File: src/rtl/vtg_pkg.sv
package vtg_pkg;
  // Strobes passed from the control half to the datapath half.
  typedef struct packed {
    logic tick;   // advance counters by one pixel
    logic clear;  // hold counters cleared, capture shadows
  } vtgStrobe_t;
endpackage

File: src/rtl/vtg_ctrl.sv
module vtg_ctrl
  import vtg_pkg::*;
#(
  parameter int DIV_W = 8
) (
  input  logic             clk,
  input  logic             rstN,
  input  logic             enable,
  input  logic [DIV_W-1:0] clkDivM1,
  output vtgStrobe_t       strobe
);
  localparam logic [DIV_W-1:0] DIV_MAX = {DIV_W{1'b1}};

  logic [DIV_W-1:0] divCnt;
  logic [DIV_W-1:0] ratioM1;
  logic             lastPhase;

  // Saturate the ratio at its all-ones value.
  always_comb ratioM1 = (clkDivM1 == DIV_MAX) ? clkDivM1 - 1'b1 : clkDivM1;
  always_comb lastPhase = (divCnt >= ratioM1);

  always_ff @(posedge clk or negedge rstN) begin
    if (!rstN)                   divCnt <= '0;
    else if (!enable || lastPhase) divCnt <= '0;
    else                         divCnt <= divCnt + 1'b1;
  end

  always_comb begin
    strobe.tick  = enable && lastPhase;
    strobe.clear = !enable;
  end
endmodule

File: src/rtl/vtg_datapath.sv
module vtg_datapath
  import vtg_pkg::*;
#(
  parameter int CNT_W = 12,
  parameter int TOT_W = CNT_W + 2
) (
  input  logic             clk,
  input  logic             rstN,
  input  vtgStrobe_t       strobe,
  input  logic [CNT_W-1:0] hSyncW,
  input  logic [CNT_W-1:0] hBack,
  input  logic [CNT_W-1:0] hActive,
  input  logic [CNT_W-1:0] hFront,
  input  logic [CNT_W-1:0] vSyncW,
  input  logic [CNT_W-1:0] vBack,
  input  logic [CNT_W-1:0] vActive,
  input  logic [CNT_W-1:0] vFront,
  input  logic [CNT_W-1:0] lineThresh,
  output logic             hSync,
  output logic             vSync,
  output logic             dataEn,
  output logic             frameIrq,
  output logic             lineIrq,
  output logic [TOT_W-1:0] pixelX,
  output logic [TOT_W-1:0] lineY
);
  logic [CNT_W-1:0] sHs, sHb, sHa, sHf, sVs, sVb, sVa, sVf, sThr;
  logic [TOT_W-1:0] hCnt, vCnt, nextV;
  logic [TOT_W-1:0] hTotM1, vTotM1, hActLo, hActHi, vActLo, vActHi, vThrLine;
  logic             hEnd, vEnd, loadNow, runQ, hIn, vIn;

  always_comb begin
    hActLo   = TOT_W'(sHs) + TOT_W'(sHb) + TOT_W'(2);
    hActHi   = hActLo + TOT_W'(sHa);
    hTotM1   = hActHi + TOT_W'(sHf) + TOT_W'(1);
    vActLo   = TOT_W'(sVs) + TOT_W'(sVb) + TOT_W'(2);
    vActHi   = vActLo + TOT_W'(sVa);
    vTotM1   = vActHi + TOT_W'(sVf) + TOT_W'(1);
    vThrLine = vActLo + TOT_W'(sThr);
    hEnd     = (hCnt == hTotM1);
    vEnd     = (vCnt == vTotM1);
    nextV    = vEnd ? '0 : vCnt + 1'b1;
    loadNow  = strobe.clear || (strobe.tick && hEnd && vEnd);
  end

  // Shadow copies: captured while idle and at the frame wrap.
  always_ff @(posedge clk or negedge rstN) begin
    if (!rstN) begin
      {sHs, sHb, sHa, sHf, sVs, sVb, sVa, sVf, sThr} <= '0;
    end else if (loadNow) begin
      {sHs, sHb, sHa, sHf} <= {hSyncW, hBack, hActive, hFront};
      {sVs, sVb, sVa, sVf} <= {vSyncW, vBack, vActive, vFront};
      sThr <= lineThresh;
    end
  end

  always_ff @(posedge clk or negedge rstN) begin
    if (!rstN) begin
      hCnt <= '0; vCnt <= '0; runQ <= 1'b0;
      frameIrq <= 1'b0; lineIrq <= 1'b0;
    end else begin
      runQ     <= !strobe.clear;
      frameIrq <= 1'b0;
      lineIrq  <= 1'b0;
      if (strobe.clear) begin
        hCnt <= '0;
        vCnt <= '0;
      end else if (strobe.tick) begin
        if (hEnd) begin
          hCnt     <= '0;
          vCnt     <= nextV;
          lineIrq  <= (nextV == vThrLine);
          frameIrq <= vEnd;
        end else begin
          hCnt <= hCnt + 1'b1;
        end
      end
    end
  end

  always_comb begin
    hIn    = (hCnt >= hActLo) && (hCnt <= hActHi);
    vIn    = (vCnt >= vActLo) && (vCnt <= vActHi);
    hSync  = runQ && (hCnt <= TOT_W'(sHs));
    vSync  = runQ && (vCnt <= TOT_W'(sVs));
    dataEn = runQ && hIn && vIn;
    pixelX = hCnt;
    lineY  = vCnt;
  end

  AST_IDLE_QUIET: assert property (@(posedge clk) disable iff (!rstN)
    strobe.clear |=> (!hSync && !vSync && !dataEn && hCnt == '0 && vCnt == '0));
  AST_HOLD_NO_TICK: assert property (@(posedge clk) disable iff (!rstN)
    (!strobe.clear && !strobe.tick) |=> ($stable(hCnt) && $stable(vCnt)));
  AST_H_RANGE: assert property (@(posedge clk) disable iff (!rstN)
    hCnt <= hTotM1);
  AST_DE_NO_SYNC: assert property (@(posedge clk) disable iff (!rstN)
    dataEn |-> (!hSync && !vSync));
  AST_FRAME_ORIGIN: assert property (@(posedge clk) disable iff (!rstN)
    frameIrq |-> (hCnt == '0 && vCnt == '0 && vSync));
  AST_FRAME_SHORT: assert property (@(posedge clk) disable iff (!rstN)
    frameIrq |=> !frameIrq);
  AST_LINE_START: assert property (@(posedge clk) disable iff (!rstN)
    lineIrq |-> (hCnt == '0));
endmodule

File: src/rtl/video_timing_gen.sv
module video_timing_gen
  import vtg_pkg::*;
#(
  parameter int CNT_W = 12,
  parameter int DIV_W = 8
) (
  input  logic               clk,
  input  logic               rstN,
  input  logic               enable,
  input  logic [DIV_W-1:0]   clkDivM1,
  input  logic [CNT_W-1:0]   hSyncW,
  input  logic [CNT_W-1:0]   hBack,
  input  logic [CNT_W-1:0]   hActive,
  input  logic [CNT_W-1:0]   hFront,
  input  logic [CNT_W-1:0]   vSyncW,
  input  logic [CNT_W-1:0]   vBack,
  input  logic [CNT_W-1:0]   vActive,
  input  logic [CNT_W-1:0]   vFront,
  input  logic [CNT_W-1:0]   lineThresh,
  output logic               hSync,
  output logic               vSync,
  output logic               dataEn,
  output logic               frameIrq,
  output logic               lineIrq,
  output logic [CNT_W+1:0]   pixelX,
  output logic [CNT_W+1:0]   lineY
);
  localparam int TOT_W = CNT_W + 2;

  vtgStrobe_t strobe;

  vtg_ctrl #(.DIV_W(DIV_W)) ctrl_i (
    .clk(clk), .rstN(rstN), .enable(enable),
    .clkDivM1(clkDivM1), .strobe(strobe)
  );

  vtg_datapath #(.CNT_W(CNT_W), .TOT_W(TOT_W)) dp_i (
    .clk(clk), .rstN(rstN), .strobe(strobe),
    .hSyncW(hSyncW), .hBack(hBack), .hActive(hActive), .hFront(hFront),
    .vSyncW(vSyncW), .vBack(vBack), .vActive(vActive), .vFront(vFront),
    .lineThresh(lineThresh),
    .hSync(hSync), .vSync(vSync), .dataEn(dataEn),
    .frameIrq(frameIrq), .lineIrq(lineIrq),
    .pixelX(pixelX), .lineY(lineY)
  );
endmodule

File: config.mk
export PLATFORM = sky130hd
export DESIGN_NAME = video_timing_gen
export DESIGN_NICKNAME = d
export VERILOG_FILES = /design/src/rtl/vtg_pkg.sv /design/src/rtl/vtg_ctrl.sv /design/src/rtl/vtg_datapath.sv /design/src/rtl/video_timing_gen.sv
export SDC_FILE = /design/constraint.sdc
export NUM_CORES = 1
export LEC_CHECK = 0
export BUFFER_PORTS_ARGS = -buffer_cell sky130_fd_sc_hd__buf_4
export CAP_MARGIN = 20
export CELL_PAD_IN_SITES_DETAIL_PLACEMENT = 0
export CELL_PAD_IN_SITES_GLOBAL_PLACEMENT = 1
export CORE_ASPECT_RATIO = 1.75
export CORE_MARGIN = 1.5
export CORE_UTILIZATION = 48
export DETAILED_ROUTE_END_ITERATION = 8
export HOLD_SLACK_MARGIN = 0.05
export PLACE_DENSITY = 0.95
export SYNTH_ARGS = -nofsm -noshare
export SYNTH_HDL_FRONTEND = slang
export SYNTH_HIERARCHICAL = 1
export SYNTH_SLANG_ARGS = --single-unit
File: constraint.sdc
create_clock -name clk -period 9.18 [get_ports clk]
set_input_delay 0.918 -clock clk [delete_from_list [all_inputs] [get_ports clk]]
set_output_delay 0.918 -clock clk [all_outputs]
set_load 0.01 [all_outputs]
==> flow_summary.toml <==
[sta]
setup_viol = 0
tightest_slew_ps = 798
hold_viol = 0
fin_tns_setup_ps = 0
period_share_pct = 81.1
whs_ps = 502
fmax_mhz = 134
slew_headroom_pct = 46.8
fin_crit_ps = 7440
finClkSkew_ps = 9.55
drv_slew = 0
rsz0062_at_grt = "no"

[routing]
wl_met1_um = 13000
vias = 11038
drt-total-wl_um = 36600
wl_met3_um = 1390
firstDrtPassIters = 4
wl_per_cell_um = 19.6
top_layer = "met4"
dr.first_iter.drc_count = 436
drc_errors = 0
route.met2.wl_um = 19800
ant_nets = 0
via_per_inst = 5.93

[finish]
drive_gt1_share_pct = 21.1
area_growth_pct = 15.7
layout_common_cells = "ha_1, buf_4, dfrtp_1"
stdcell_count = 1862
n_antenna_cell = 0
nNetsFinal = 1848
post-route-util_pct = 56.7
mostFrequentLayoutCell = "ha_1"
design_area_sq_um = 15100

[synth]
async_reset_ff_share_pct = 100
synth-edff-count = 0
ys.flop_type = "dfrtp_1"
syn-cell-area_sq_um = 13000
syn_inst = 1374
seq_area_frac_synth_pct = 28.3
ys_ff_latch = 147
ys_types = 80
yosys_warnings = 6
synth_fp_nets = 1697
syn_area_per_cell_sq_um = 9.48

[worst_setup_path]
arrival_ps = 6520
max_stage_delay_ps = 410
critPathTopFamily = "compound AO/OA/AOI/OAI gates"
worstPathRequired_ps = 8260
path_max_fanout = 5
cp-end-kind = "primary output"
criticalPathCategory = "register to primary output"
crit_slowest_cell = "fa_1"
critPathBufInv = 6
worstSetupStartpointType = "register"

[placement]
place_inst = 1830
dp_hpwl_um = 29600
dpl_cell_area_sq_um = 14500
port_buffers = 151
gp_congestion = 0.927

[cts]
path_clk_slew_ps = 60
cts_tree = "yes"
hold_buffers = 0
post_cts_resized = 0
insertion_delay_ps = 450
cts.path.max_buffers = 2
root_buffer = "clkbuf_16"
numCtsBuffers = 17
clock-sinks = 147
htreeDepth = 4
postCtsSetupBuffers = 0

[power_and_ir_drop]
p_leak_nw = 7.31
ir_worst_vdd_v = 0.000194
power_density_nw_per_um2 = 295

[floorplanning]
core_area_sq_um = 26600
start_util_pct = 49.0
die_area_sq_um = 28200
io_pins = 152
die_w_um = 128
core.rowCount = 79
die-height_um = 221

[global_route]
antenna_found_initial = 0
grt_overflow_total = 0
grt_max_degree = 87
grt_pass1_wl_um = 58100
grt_use_total_pct = 26.8
grt_pass1_vias = 11373

[run]
maxCapViolations = 0

[status]
status = "completed"

[min_path]
holdCritPathClass = "register to register"
## routing by layer
| layer | up-vias | global-route usage (%) |
|---|---|---|
| met5 | - | 0 |
| met2 | 324 | 49.9 |
| met1 | 5287 | 27.2 |
| met3 | 127 | 3.77 |
| li1 | 5300 | - |
| met4 | 0 | 18.0 |
## through the flow
stage | setup WS, ps | power [W]
floorplan | 3110 | 0.00307
global placement | 2060 | 0.00369
detailed placement | 2030 | 0.00374
CTS | 1680 | 0.00445
global route | 1360 | 0.00482
finish | 1740 | 0.00445
## worst register-to-register path: cells and delay by family (launching register included)
| kind | cells | cell delay (ps) |
|---|---|---|
| buffers and inverters | 6 | 970 |
| AOI/OAI and AO/OA | 11 | 2300 |
| DFF | 1 | 340 |
| muxes | 1 | 460 |
| adders and majority gates | 5 | 1630 |
| xor gates and xnor gates | 2 | 670 |
| and+or+nand+nor | 4 | 700 |
## cells by family after synthesis
kind of cell,after synthesis,share of synthesized area (%)
XOR/XNOR,123,8.39
adder cells (fa/ha/maj),204,20.0
AND/OR/NAND/NOR,334,13.4
multiplexers,111,9.57
buffers and inverters,152,4.64
flip-flops,147,28.3
AO/OA/AOI/OAI,303,15.7
## area by class of cell
cell class | count | area (sq um)
fillers | 2341 | 11500
inverters | 123 | 462
repair buffers | 161 | 1210
clock buffers | 21 | 460
flip-flops and latches | 147 | 3680
multi-input cells | 1075 | 8750
well taps | 324 | 405
clock inverters | 11 | 104
## cells in the mapped netlist, types with 18 or more instances
| cell | count | area [sq um] |
|---|---|---|
| inv_1 | 122 | 458 |
| o21a_1 | 31 | 233 |
| nor2b_1 | 19 | 119 |
| nand3_1 | 28 | 140 |
| xor2_1 | 50 | 438 |
| o21ai_0 | 55 | 275 |
| a21o_1 | 27 | 203 |
| and3_1 | 18 | 113 |
| nand2_1 | 64 | 240 |
| xnor2_1 | 72 | 631 |
| a21oi_1 | 80 | 400 |
| dfrtp_1 | 147 | 3680 |
| nor2_1 | 77 | 289 |
| mux2_2 | 108 | 1220 |
| nor3_1 | 27 | 135 |
| nand4_1 | 20 | 125 |
| ha_1 | 197 | 2460 |
## worst paths after layout
| kind | startpoint | end | slack (ps) | depth (start not counted) |
|---|---|---|---|---|
| worst max-delay path | dp_i/sVs[1] | dataEn | 1740 | 27 |
| worst min-delay path | dp_i/sVb[1] | dp_i/sVb[1] | 500 | 1 |
| worst max register to register | dp_i/sVs[1] | dp_i/sVs[11] | 2000 | 29 |
| worst min register to register | dp_i/sVb[1] | dp_i/sVb[1] | 500 | 1 |
| max in group asynchronous | rstN | dp_i/sVs[9] | 7340 | 2 |
| min in group asynchronous | rstN | dp_i/sHf[8] | 530 | 1 |
## where the power goes
group | internal (W) | switching [W]
logic | 0.00129 | 0.00175
registers | 0.000698 | 0.0000397
clock network | 0.000387 | 0.000286
total | 0.00238 | 0.00207
(Power assumes the default switching activity.)
